**src/rtl/bcd_adder_pkg.sv**
```systemverilog
package bcd_adder_pkg;

  typedef enum logic [1:0] {
    FLD_EXP  = 2'd0,
    FLD_MANT = 2'd1,
    FLD_SIGN = 2'd2
  } field_e;

  // exponent digits sit lowest, mantissa above, sign digit on top
  function automatic field_e field_of(int unsigned pos, int unsigned exp_digits,
                                      int unsigned mant_digits);
    if (pos < exp_digits) return FLD_EXP;
    if (pos < exp_digits + mant_digits) return FLD_MANT;
    return FLD_SIGN;
  endfunction

endpackage

```
**src/rtl/digit_sequencer.sv**
```systemverilog
module digit_sequencer #(
  parameter int unsigned DIGITS = 16,
  localparam int unsigned CNT_W = $clog2(DIGITS)
) (
  input  logic             clk_i,
  input  logic             rst_ni,
  input  logic             start_i,
  output logic             valid_o,
  output logic [CNT_W-1:0] pos_o
);

  localparam logic [CNT_W-1:0] LAST = CNT_W'(DIGITS - 1);

  logic             active_q;
  logic [CNT_W-1:0] cnt_q;

  assign valid_o = start_i | active_q;
  assign pos_o   = start_i ? '0 : cnt_q;

  always_ff @(posedge clk_i or negedge rst_ni) begin
    if (!rst_ni) begin
      active_q <= 1'b0;
      cnt_q    <= '0;
    end else if (start_i) begin
      active_q <= 1'b1;
      cnt_q    <= CNT_W'(1);
    end else if (active_q) begin
      if (cnt_q == LAST) begin
        active_q <= 1'b0;
        cnt_q    <= '0;
      end else begin
        cnt_q <= cnt_q + CNT_W'(1);
      end
    end
  end

  // word ends after the last position
  a_r9_idle_after_last: assert property (@(posedge clk_i) disable iff (!rst_ni)
    (active_q && cnt_q == LAST && !start_i) |=> !active_q);

  // a start always lands on position 1 next, unless restarted again
  a_r8_restart_pos: assert property (@(posedge clk_i) disable iff (!rst_ni)
    start_i |=> (start_i || (valid_o && pos_o == CNT_W'(1))));

endmodule

```
**src/rtl/bcd_digit_add.sv**
```systemverilog
module bcd_digit_add #(
  parameter int unsigned DW = 4
) (
  input  logic [DW-1:0] a_i,
  input  logic [DW-1:0] b_i,
  input  logic          cin_i,
  output logic [DW-1:0] sum_o,
  output logic          cout_o
);

  logic [DW:0] raw;
  logic [DW:0] adj;

  always_comb begin
    raw    = {1'b0, a_i} + {1'b0, b_i} + {{DW{1'b0}}, cin_i};
    cout_o = raw > (DW + 1)'(9);
    adj    = raw + (DW + 1)'(6);
    sum_o  = cout_o ? adj[DW-1:0] : raw[DW-1:0];
  end

endmodule

```
**src/rtl/field_select.sv**
```systemverilog
module field_select
  import bcd_adder_pkg::*;
#(
  parameter int unsigned DIGITS      = 16,
  parameter int unsigned EXP_DIGITS  = 2,
  parameter int unsigned MANT_DIGITS = 13,
  localparam int unsigned CNT_W      = $clog2(DIGITS)
) (
  input  logic [CNT_W-1:0] pos_i,
  output field_e           field_o,
  output logic             in_mant_o,
  output logic             mant_top_o
);

  localparam int unsigned MANT_HI = EXP_DIGITS + MANT_DIGITS - 1;

  always_comb begin
    field_o    = field_of(32'(pos_i), EXP_DIGITS, MANT_DIGITS);
    in_mant_o  = field_o == FLD_MANT;
    mant_top_o = 32'(pos_i) == MANT_HI;
  end

endmodule

```
**src/rtl/bcd_word_adder.sv**
```systemverilog
module bcd_word_adder
  import bcd_adder_pkg::*;
#(
  parameter int unsigned DIGITS      = 16,
  parameter int unsigned DW          = 4,
  parameter int unsigned EXP_DIGITS  = 2,
  parameter int unsigned MANT_DIGITS = 13
) (
  input  logic          clk_i,
  input  logic          rst_ni,
  input  logic          start_i,
  input  logic [DW-1:0] a_digit_i,
  input  logic [DW-1:0] b_digit_i,
  output logic [DW-1:0] sum_digit_o,
  output logic          out_valid_o,
  output logic          done_o,
  output logic          ovf_o
);

  localparam int unsigned CNT_W = $clog2(DIGITS);
  localparam logic [CNT_W-1:0] LAST = CNT_W'(DIGITS - 1);

  logic             valid;
  logic [CNT_W-1:0] pos;
  field_e           field;
  logic             in_mant, mant_top;
  logic             carry_q, carry_in;
  logic [DW-1:0]    add_sum;
  logic             add_cout;
  logic [DW-1:0]    digit_d;

  logic [DW-1:0] sum_q;
  logic          valid_q, done_q, ovf_q;

  digit_sequencer #(.DIGITS(DIGITS)) u_seq (
    .clk_i   (clk_i),
    .rst_ni  (rst_ni),
    .start_i (start_i),
    .valid_o (valid),
    .pos_o   (pos)
  );

  field_select #(
    .DIGITS      (DIGITS),
    .EXP_DIGITS  (EXP_DIGITS),
    .MANT_DIGITS (MANT_DIGITS)
  ) u_field (
    .pos_i      (pos),
    .field_o    (field),
    .in_mant_o  (in_mant),
    .mant_top_o (mant_top)
  );

  // carry never survives into a new word
  assign carry_in = start_i ? 1'b0 : carry_q;

  bcd_digit_add #(.DW(DW)) u_add (
    .a_i    (a_digit_i),
    .b_i    (b_digit_i),
    .cin_i  (carry_in),
    .sum_o  (add_sum),
    .cout_o (add_cout)
  );

  assign digit_d = in_mant ? add_sum : a_digit_i;

  always_ff @(posedge clk_i or negedge rst_ni) begin
    if (!rst_ni) begin
      carry_q <= 1'b0;
      sum_q   <= '0;
      valid_q <= 1'b0;
      done_q  <= 1'b0;
      ovf_q   <= 1'b0;
    end else begin
      carry_q <= valid & in_mant & add_cout;
      sum_q   <= valid ? digit_d : '0;
      valid_q <= valid;
      done_q  <= valid && pos == LAST;
      if (valid && mant_top) ovf_q <= add_cout;
      else if (start_i)      ovf_q <= 1'b0;
    end
  end

  assign sum_digit_o = sum_q;
  assign out_valid_o = valid_q;
  assign done_o      = done_q;
  assign ovf_o       = ovf_q;

  a_r2_copy_a: assert property (@(posedge clk_i) disable iff (!rst_ni)
    (valid && field != FLD_MANT) |=> sum_digit_o == $past(a_digit_i));

  a_r3_bcd_range: assert property (@(posedge clk_i) disable iff (!rst_ni)
    (valid && field == FLD_MANT && a_digit_i <= DW'(9) && b_digit_i <= DW'(9))
      |=> sum_digit_o <= DW'(9));

  a_r7_done_single: assert property (@(posedge clk_i) disable iff (!rst_ni)
    done_o |=> !done_o);

  a_r7_done_valid: assert property (@(posedge clk_i) disable iff (!rst_ni)
    done_o |-> out_valid_o);

  a_r6_ovf_hold: assert property (@(posedge clk_i) disable iff (!rst_ni)
    (!start_i && !(valid && mant_top)) |=> $stable(ovf_o));

  a_r9_idle_zero: assert property (@(posedge clk_i) disable iff (!rst_ni)
    !valid |=> (!out_valid_o && sum_digit_o == '0));

endmodule

```
**config.mk**
```make
export PLATFORM = sky130hd
export DESIGN_NAME = bcd_word_adder
export DESIGN_NICKNAME = d
export VERILOG_FILES = /design/src/rtl/bcd_adder_pkg.sv /design/src/rtl/digit_sequencer.sv /design/src/rtl/bcd_digit_add.sv /design/src/rtl/field_select.sv /design/src/rtl/bcd_word_adder.sv
export SDC_FILE = /design/constraint.sdc
export NUM_CORES = 1
export LEC_CHECK = 0
export ABC_AREA = 1
export BUFFER_PORTS_ARGS = -buffer_cell sky130_fd_sc_hd__buf_2
export CORE_ASPECT_RATIO = 1.1
export CORE_MARGIN = 2
export CORE_UTILIZATION = 45
export CTS_BUF_LIST = sky130_fd_sc_hd__clkbuf_16
export CTS_CLUSTER_DIAMETER = 120
export DETAILED_ROUTE_END_ITERATION = 12
export MAX_ROUTING_LAYER = met4
export PLACE_DENSITY = 0.8
export SLEW_MARGIN = 40
export SYNTH_ARGS = -nofsm -noshare
export SYNTH_HDL_FRONTEND = slang
export SYNTH_SLANG_ARGS = --single-unit
```
**constraint.sdc**
```tcl
create_clock -name clk_i -period 1.9 [get_ports clk_i]
set_input_delay 0.19 -clock clk_i [delete_from_list [all_inputs] [get_ports clk_i]]
set_output_delay 0.19 -clock clk_i [all_outputs]
set_load 0.02 [all_outputs]
```
==> flow_summary_export.csv <==
group,metric,value,unit
drt,via_count,775,
finish,utilization,63.2,%
yosys,async_flop_share,100,%
worst_setup_path,worstSetupStartpointType,"flop",
timing,hold_viol_final,0,
worst_setup_path,criticalPathCategory,"reg -> reg",
yosys,synth_most_common_cell,"nand2_1",
yosys,synth_seq_cells,13,
worst_setup_path,crit_arrival,2.25,ns
yosys,synth_area_leaders,"dfrtp_1 (38%), nand2_1 (7.9%), nand3_1 (7.6%)",
drt,ant_nets,0,
place,portBuffers,17,
clocking,cts_sinks,13,
timing,rsz0062_at_grt,"yes",
worst_setup_path,endpoint_kind,"flop",
yosys,yosys-top-cells-count,"nand2_1 (18), inv_1 (15), dfrtp_1 (13), nand3_1 (13), nor2_1 (10)",
global_routing,grt_max_degree,14,
yosys,synthCells,106,
global_routing,antenna_found_initial,0,
timing,finalClockSkew,0.00113,ns
clocking,cts-root-buf,"clkbuf_16",
die,initial_core_util,47.8,%
worst_setup_path,crit_fanout,4,
clocking,clk_latency,0.24,ns
clocking,h-tree-depth,1,
timing,tightest_slew,0.285,ns
drt,drtPass1Iterations,6,
timing,finalCritPeriodShare,112,%
yosys,synth_area,851,um2
finish,n_fill_cell,151,
yosys,yosys.area_share.simple,28.2,%
yosys,synth_top_cell_by_area,"dfrtp_1",
die,row_count,16,
place,gp_congestion,0.864,
yosys,postSynthAreaPerCell,8.03,um2
yosys,synth_edf_count,0,
yosys,synthAdderAreaFrac,12.1,%
global_routing,gr-usage-all-layers,20.8,%
global_routing,grt_pass1_vias,780,
yosys,synth_nets,124,
clocking,tritoncts,"yes",
drt,drt_iter0_markers,12,
drt,drcViolationCount,0,
finish,diodes,0,
global_routing,grt_overflow,0,
yosys,synth_compound_area_share,11.6,%
die,ios,18,
job,cap_violations,0,
yosys,synth.top_cell.area_share,38.2,%
yosys,muxShareOfSynthArea,0,%
yosys,synth_xor_area_share,1.03,%
clocking,cts_buffers,3,
finish,layout-drive-gt1-share,38.8,%
clocking,clk_path_buf_depth,2,
hold_path,hp-class,"in -> reg",
timing,fin_ws,-0.234,ns
finish,final_cells,152,
clocking,clkTransAtPathRegs,0.04,ns
global_routing,grt_pass1_wl,3.28,mm
drt,wirelength,1.81,mm
timing,clock.fmax,469,MHz
timing,min_period,2.13,ns
timing,setup-violations-final,5,
timing,relSlewSlack,81.0,%
worst_setup_path,ff2ff_setup_slack,-0.23,ns
finish,syn2layout_area_growth,32.4,%
run_status,status,"finished, violations left",
place,place_inst,145,
die,fp.dieH,49.6,um
drt,viasPerCell,5.10,
finish,final_nets,153,
die,dieWidth,45.5,um
yosys,synth_top_family_by_area,"simple AND/OR/NAND/NOR gates",
place,hpwlAfterDp,1.42,mm
yosys,synth-warning-count,0,
die,die_area,2260,um2
yosys,ys_seq_area_share,38.2,%
worst_setup_path,cp.required,2.02,ns
pwr,cellLeakagePower,0.602,nW
yosys,synth_flop_cell,"dfrtp_1",
timing,slew_viol_final,0,
run_status,violations,"negative setup slack",
pwr,power.density,883,nW/um2
drt,wire_per_inst,11.9,um
pwr,ir_drop,0.566,mV
die,core,1780,um2
yosys,synthDistinctLibCells,20,
metal layers:
layer | global-route usage, % | routed length, um | share of wire [%]
met5 | - | 0 | 0
met4 | 12.3 | 99 | 5.5
met1 | 24.2 | 718 | 40
met3 | 2.56 | 92 | 5.1
met2 | 33.1 | 899 | 50
placed cells by master (no fill, tap or decap), types with 2 or more instances in the layout:
| cell type | instances |
|---|---|
| ha_1 | 4 |
| nand2_4 | 2 |
| buf_4 | 6 |
| a21oi_2 | 2 |
| inv_2 | 7 |
| nor2_1 | 10 |
| a21oi_1 | 5 |
| nand3_1 | 12 |
| fa_2 | 2 |
| buf_2 | 17 |
| nand2_2 | 7 |
| dfrtp_1 | 13 |
| inv_1 | 14 |
| o21ai_1 | 2 |
| o21ai_0 | 3 |
| nand2_1 | 15 |
| clkbuf_16 | 3 |
stage by stage:
stage | setup WS (ns) | area (um2) | power, W | TNS (ns) | hold slack [ns]
3_5_place_dp | -0.311 | 1010 | 0.000594 | -1.36 | 0.0845
2_1_floorplan | -0.145 | 868 | 0.000513 | -0.563 | -0.106
6_report | -0.234 | 1130 | 0.000995 | -1.02 | 0.254
3_3_place_gp | -0.296 | 1010 | 0.000585 | -1.22 | 0.0782
4_1_cts | -0.232 | 1120 | 0.000995 | -1.05 | 0.262
5_1_grt | -0.336 | 1130 | 0.00105 | -1.50 | 0.289
power by group:
part | switching [W] | internal [W]
Clock | 0.000106 | 0.000277
Sequential | 0.0000129 | 0.000302
Combinational | 0.000172 | 0.000126
Total | 0.000291 | 0.000704
flip-flops by register name (all words and copies together) (netlist names):
name,flops
sum_digit_o,4
u_seq.cnt_q,4
carry_q,1
done_o,1
out_valid_o,1
ovf_o,1
u_seq.active_q,1
final timing paths:
check                        startpoint             end  depth (start not counted)
setup / recovery                carry_q  sum_digit_o[3]                         13
max in group asynchronous        rst_ni  sum_digit_o[0]                          2
hold reg to reg                   ovf_o           ovf_o                          2
min in group asynchronous        rst_ni  u_seq.cnt_q[0]                          2
hold / removal             a_digit_i[0]  sum_digit_o[0]                          3
setup reg to reg                carry_q  sum_digit_o[3]                         13
logic make-up after synthesis:
family | after synthesis
and+or+nand+nor | 50
adders and majority gates | 7
DFF | 13
xor gates and xnor gates | 1
AOI/OAI and AO/OA | 15
buffers and inverters | 20
layout make-up:
cell class / instances / area, um2 / area share, %
Clock inverter: 1 / 3.75 / 0.333
Timing Repair Buffer: 24 / 140 / 12.4
Tap cell: 18 / 22.5 / 2.00
Multi-Input combinational cell: 73 / 484 / 43.0
Inverter: 20 / 75.1 / 6.67
Clock buffer: 3 / 75.1 / 6.67
Sequential cell: 13 / 325 / 28.9
worst max-delay path, cell delays in order (launching register included):
cell and delay [ns]:
dfrtp_1 0.37, nand2_2 0.07, fa_2 0.19, inv_2 0.04, fa_2 0.56, inv_2 0.06, ha_4 0.15, nand2_2 0.04
a21boi_4 0.20, nand2_4 0.09, nand2_4 0.09, nand2_2 0.05, nand2_2 0.06, a21oi_2 0.05
what timing repair did:
item	in CTS	in global routing
gates resized for setup	4	1
setup endpoints to repair	5	5
hold endpoints to repair	13	0
hold buffers	1	0
pin swaps	4	2
buffers inserted	1	1
Power figures use the tool's default switching activity.
